**src/rtl/segxl_pkg.sv**
```systemverilog
package segxl_pkg;
    parameter int VA_W         = 16;
    parameter int PA_W         = 18;
    parameter int SEG_BITS_MAX = 2;

    localparam int NSEG  = 1 << SEG_BITS_MAX;
    localparam int SEL_W = SEG_BITS_MAX;
    localparam int LIM_W = VA_W + 1;

    typedef logic [VA_W-1:0]  vaddr_t;
    typedef logic [PA_W-1:0]  paddr_t;
    typedef logic [LIM_W-1:0] limit_t;
    typedef logic [SEL_W-1:0] sel_t;

    typedef enum logic [1:0] {
        MODE_FLAT    = 2'd0,
        MODE_HALVES  = 2'd1,
        MODE_QUADS   = 2'd2,
        MODE_QUADS_B = 2'd3
    } seg_mode_e;

    typedef struct packed {
        paddr_t base;
        limit_t limit;
    } seg_entry_t;

    typedef struct packed {
        sel_t   sel;
        vaddr_t offset;
    } split_t;

    typedef struct packed {
        logic   valid;
        logic   fault;
        paddr_t paddr;
    } xlate_rsp_t;

    // Number of select bits actually used, clamped to the table size.
    function automatic int seg_bits(seg_mode_e m);
        int k;
        k = int'(m);
        if (k > SEG_BITS_MAX) k = SEG_BITS_MAX;
        return k;
    endfunction

    function automatic split_t split_addr(seg_mode_e m, vaddr_t va);
        split_t r;
        int k;
        k = seg_bits(m);
        if (k == 0) begin
            r.sel    = '0;
            r.offset = va;
        end else begin
            r.sel    = sel_t'(va >> (VA_W - k));
            r.offset = va & (vaddr_t'({VA_W{1'b1}}) >> k);
        end
        return r;
    endfunction
endpackage

```
**src/rtl/segxl_regfile.sv**
```systemverilog
module segxl_regfile
    import segxl_pkg::*;
(
    input  logic       clk,
    input  logic       rst,
    input  logic       wr_en,
    input  sel_t       wr_sel,
    input  seg_entry_t wr_entry,
    input  sel_t       rd_sel,
    output seg_entry_t rd_entry
);
    seg_entry_t entries [NSEG];

    for (genvar i = 0; i < NSEG; i++) begin : g_seg
        always_ff @(posedge clk) begin
            if (rst)
                entries[i] <= '0;
            else if (wr_en && wr_sel == sel_t'(i))
                entries[i] <= wr_entry;
        end

        // a write to this segment is visible after the edge
        p_write_lands_r7: assert property (@(posedge clk) disable iff (rst)
            (wr_en && wr_sel == sel_t'(i)) |=> entries[i] == $past(wr_entry));

        // other segments hold their value across a write elsewhere
        p_write_isolated_r7: assert property (@(posedge clk) disable iff (rst)
            (!(wr_en && wr_sel == sel_t'(i))) |=> $stable(entries[i]));
    end

    assign rd_entry = entries[rd_sel];
endmodule

```
**src/rtl/segxl_bound.sv**
```systemverilog
module segxl_bound
    import segxl_pkg::*;
(
    input  split_t     addr,
    input  seg_entry_t seg,
    output logic       fault,
    output paddr_t     paddr
);
    always_comb begin
        fault = limit_t'(addr.offset) >= seg.limit;
        paddr = fault ? '0 : paddr_t'(seg.base + paddr_t'(addr.offset));
    end
endmodule

```
**src/rtl/segxl_translator.sv**
```systemverilog
module segxl_translator
    import segxl_pkg::*;
(
    input  logic                  clk,
    input  logic                  rst,
    input  logic [1:0]            cfg_seg_bits,
    input  logic                  wr_en,
    input  logic [SEL_W-1:0]      wr_sel,
    input  logic [PA_W-1:0]       wr_base,
    input  logic [LIM_W-1:0]      wr_limit,
    input  logic                  req_valid,
    input  logic [VA_W-1:0]       req_vaddr,
    output logic                  rsp_valid,
    output logic                  rsp_fault,
    output logic [PA_W-1:0]       rsp_paddr
);
    split_t     split_w;
    seg_entry_t seg_w;
    seg_entry_t wr_entry_w;
    logic       fault_w;
    paddr_t     paddr_w;
    xlate_rsp_t rsp_q;

    assign split_w    = split_addr(seg_mode_e'(cfg_seg_bits), req_vaddr);
    assign wr_entry_w = '{base: wr_base, limit: wr_limit};

    segxl_regfile u_regs (
        .clk      (clk),
        .rst      (rst),
        .wr_en    (wr_en),
        .wr_sel   (wr_sel),
        .wr_entry (wr_entry_w),
        .rd_sel   (split_w.sel),
        .rd_entry (seg_w)
    );

    segxl_bound u_bound (
        .addr  (split_w),
        .seg   (seg_w),
        .fault (fault_w),
        .paddr (paddr_w)
    );

    always_ff @(posedge clk) begin
        if (rst)
            rsp_q <= '0;
        else if (req_valid)
            rsp_q <= '{valid: 1'b1, fault: fault_w, paddr: paddr_w};
        else
            rsp_q <= '0;
    end

    assign rsp_valid = rsp_q.valid;
    assign rsp_fault = rsp_q.fault;
    assign rsp_paddr = rsp_q.paddr;

    // every request is answered on the next cycle
    p_resp_timing_r1: assert property (@(posedge clk) disable iff (rst)
        req_valid |=> rsp_valid);

    // no request, quiet outputs
    p_idle_quiet_r10: assert property (@(posedge clk) disable iff (rst)
        !req_valid |=> (!rsp_valid && !rsp_fault && rsp_paddr == '0));

    // a fault carries no address and only appears on a response
    p_fault_no_addr_r5: assert property (@(posedge clk) disable iff (rst)
        rsp_fault |-> (rsp_valid && rsp_paddr == '0));

    // the cycle after reset is released carries no response
    p_reset_quiet_r9: assert property (@(posedge clk)
        $past(rst) |-> !rsp_valid);
endmodule

```
**config.mk**
```make
export PLATFORM = sky130hd
export DESIGN_NAME = segxl_translator
export DESIGN_NICKNAME = d
export VERILOG_FILES = /design/src/rtl/segxl_pkg.sv /design/src/rtl/segxl_regfile.sv /design/src/rtl/segxl_bound.sv /design/src/rtl/segxl_translator.sv
export SDC_FILE = /design/constraint.sdc
export NUM_CORES = 1
export LEC_CHECK = 0
export BUFFER_PORTS_ARGS = -buffer_cell sky130_fd_sc_hd__buf_4
export CORE_UTILIZATION = 25
export DETAILED_ROUTE_END_ITERATION = 6
export PLACE_DENSITY = 0.42
export SYNTH_ARGS = -nofsm -noshare
export SYNTH_HDL_FRONTEND = slang
export SYNTH_SLANG_ARGS = --single-unit
```
**constraint.sdc**
```tcl
create_clock -name clk -period 7.7 [get_ports clk]
set_input_delay 0.385 -clock clk [delete_from_list [all_inputs] [get_ports clk]]
set_output_delay 0.385 -clock clk [all_outputs]
set_load 0.05 [all_outputs]
```
==> results by group <==
Routing
  – Vias per cell: 4.46
  – Post-route DRC: 0
  – Drt total wl: 19.8 mm
  – Initial DRC Count: 382
  – Routed Antenna Nets: 0
  – DR WL/cell: 19.0 um
  – First-pass DRT Iterations: 4
  – DR vias: 4661

Min path
  – Sink of the worst hold path: u_regs.entries[2][14]
  – Worst hold path class: in -> reg
  – Hold depth: 2
  – HP Start: wr_limit[14]

Global route
  – Top Usage Layer GRT: met2
  – Largest net degree at the start of global routing: 36
  – First-pass GRT wire length: 29.6 mm
  – Grt met1 use: 16.5%
  – Vias in the first global route: 4972
  – Met3 Track Usage GR: 2.44%
  – Total track usage: 13.2%
  – Initial antenna violation count: 0
  – Grt met2 use: 22.5%
  – Overflow after GRT: 0

Clock tree
  – Clock Root Buffer: clkbuf_16
  – Cts repair resizes: 0
  – Post-CTS Hold Buffers: 0
  – CTS tree: yes
  – Deepest clock path buffer count: 2
  – Clock sinks: 160
  – Clk_lat worst skew: 0.43 ns
  – Post-CTS setup buffer count: 0
  – Reg clk slew, reported paths: 0.07 ns
  – TritonCTS Buffers: 17
  – H-tree lvl count: 4

Synthesis
  – Yosys cell types: 43
  – Top cells by area, synth: edfxtp_1, and2_1, mux4_2
  – Synth Area per Inst: 13.9 sq um
  – Register area share after synthesis: 59.5%
  – Mapped cell area: 0.00774 sq mm
  – Synth Flop Type: edfxtp_1
  – Yosys top cell by area: edfxtp_1
  – Yosys top cell area share: 54.3%
  – Synthesized Nets: 647
  – Number of flops mapped to enable cells by yosys: 140
  – #FFs+latches synth: 160
  – Share of flip-flops with an asynchronous set or reset: 0%
  – Mapped Cells: 555
  – Warnings, synthesis: 0

Power
  – Psw: 584 uW
  – Clk network pwr share: 37.3%
  – Comb power frac: 16.4%
  – Static leakage: 0.00360 uW
  – Maximum VDD drop: 151 uV
  – Reg power frac: 46.2%
  – Cell Int Power: 1640 uW
  – Sw Ratio: 26.3%
  – Power per cell area: 236 mW/mm^2

STA
  – Slew headroom: 32.9%
  – Slew @ Worst Pin: 1.00 ns
  – Final hold violation count: 0
  – F_max: 267 MHz
  – Unrepaired setup endpoints after global routing: no
  – Layout Skew: 0.0100 ns
  – Fin Setup TNS: 0 ns
  – Final worst path period share: 48.6%
  – Fin crit period: 3.74 ns
  – Setup-failing EPs final: 0
  – Hold WS: 0.252 ns
  – Max Slew Vio Count: 0

Layout
  – Area delta synth->final: 21.7%
  – Commonest non-fill, non-tap cell in the layout: and2_1
  – Post-Layout Cell Count: 1046
  – # nets final: 729
  – Most frequent cells in the layout: and2_1, edfxtp_1, buf_4
  – N_diodes: 0
  – Layout cells sized above 1: 24.8%
  – Design Area, Final: 0.00942 sq mm
  – Final core utilization: 30.9%
  – Fillers: 3037

Setup path
  – Critical Path Source Type: input pin
  – Critical Path End Type: flip-flop
  – Critical R2R Launch: u_regs.entries[1][17]
  – Worst path arrival time: 4.09 ns
  – Delay of the slowest critical-path stage: 0.60 ns
  – Slowest-stage cell, CP: nand2_4
  – R2R Setup Slk: 4.66 ns
  – Crit-path max FO: 34
  – Crit path cell chain: buf_4, nand3b_2, nand2_4, mux4_2, ha_1, fa_1, a211oi_1, o211ai_1, a311oi_1, a21oi_1, o21a_1, nor3_1
  – R2R cell count: 9
  – Worst setup path class: in -> reg
  – Req. time, crit path: 8.04 ns
  – RR Endpoint: rsp_paddr[14]

Floorplan
  – Die span in x: 178 um
  – Rows: 64
  – Core footprint: 0.0305 sq mm
  – # IOs: 79
  – Initial core utilization: 25.4%
  – Die H: 178 um
  – Die area: 0.0317 sq mm

Placement
  – Post-DP HPWL: 12.6 mm
  – Cells after DPL: 1014
  – Port bufs: 78
  – RePlAce Congestion: 0.788
  – Post-DP Area: 0.00885 sq mm

Run
  – MaxCap Viol Count: 0

Run status
  – Status: finished, final reports clean
-- metrics by stage --
stage / worst slack [ns] / power, uW
floorplan: 4.11 / 1290
global placement: 3.47 / 1410
detailed placement: 3.46 / 1420
CTS: 3.90 / 2250
global route: 3.60 / 2320
finish: 3.96 / 2220
-- power by group through the flow --
stage	combinational (uW)	clock (uW)	sequential, uW
CTS	374	846	1030
global placement	370	0	1040
finish	365	829	1030
global route	403	878	1030
detailed placement	373	0	1050
floorplan	204	0	1080
-- logic make-up (layout without fill, tap and decap cells) --
family                   Yosys count  after routing  share of synthesized area (%)
AND/OR/NAND/NOR                  204            204                           15.5
flip-flops                       160            160                           59.5
AO/OA/AOI/OAI                     70             70                           6.16
buffers and inverters             43            138                           2.23
multiplexers                      35             35                           10.0
adder cells (fa/ha/maj)           33             33                           5.43
XOR/XNOR                          10             10                           1.13
-- cell usage after synthesis (2+ instances only) --
| cell | count |
|---|---|
| and2_1 | 141 |
| edfxtp_1 | 140 |
| mux4_2 | 34 |
| ha_1 | 32 |
| inv_1 | 21 |
| a21oi_1 | 20 |
| dfxtp_1 | 20 |
| nor2_1 | 19 |
| clkbuf_1 | 18 |
| nand2_1 | 11 |
| a21o_1 | 10 |
| o21ai_0 | 9 |
| nor3_1 | 8 |
| o21a_1 | 8 |
| xor2_1 | 8 |
| nand3_1 | 7 |
| a211oi_1 | 5 |
| and3_1 | 4 |
| o21bai_1 | 4 |
| and4_1 | 3 |
| buf_2 | 3 |
| nand2b_1 | 3 |
| o211ai_1 | 3 |
| a31o_2 | 2 |
| nor2b_1 | 2 |
| nor3b_1 | 2 |
| xnor2_1 | 2 |
-- layout make-up --
class / count / area, sq um / area share [%]
sequential: 160 / 4600 / 48.9
timing repair buffer: 85 / 638 / 6.77
inverter: 21 / 78.8 / 0.837
clock inverter: 13 / 139 / 1.47
clock buffer: 19 / 433 / 4.59
tap: 396 / 495 / 5.26
multi-input combinational: 352 / 3030 / 32.2
-- worst max path at each step --
| stage | start | endpoint | slack, ns |
|---|---|---|---|
| CTS | cfg_seg_bits[1] | rsp_paddr[14] | 3.90 |
| floorplan | req_vaddr[15] | rsp_paddr[14] | 4.11 |
| global route | cfg_seg_bits[1] | rsp_paddr[16] | 3.60 |
| finish | cfg_seg_bits[1] | rsp_paddr[14] | 3.96 |
| detailed placement | cfg_seg_bits[1] | rsp_paddr[16] | 3.46 |
| global placement | cfg_seg_bits[1] | rsp_paddr[16] | 3.47 |
-- routing by layer --
layer	vias to the layer above	wire, um
li1	2205	-
met1	2333	8900
met2	105	9830
met3	18	836
met4	0	261
met5	-	0
-- sequential cells by signal, indices dropped and copies added (netlist names) --
signal	cells
u_regs.entries	140
rsp_fault	1
rsp_valid	1
rsp_paddr	18
-- worst max-delay path, delay by kind of cell --
kind                       cells  cell delay (ns)
AOI/OAI and AO/OA              5             1.34
adders and majority gates      2             0.66
buffers and inverters          1             0.13
muxes                          1             0.59
and+or+nand+nor                3             0.96
(Power assumes the default switching activity.)
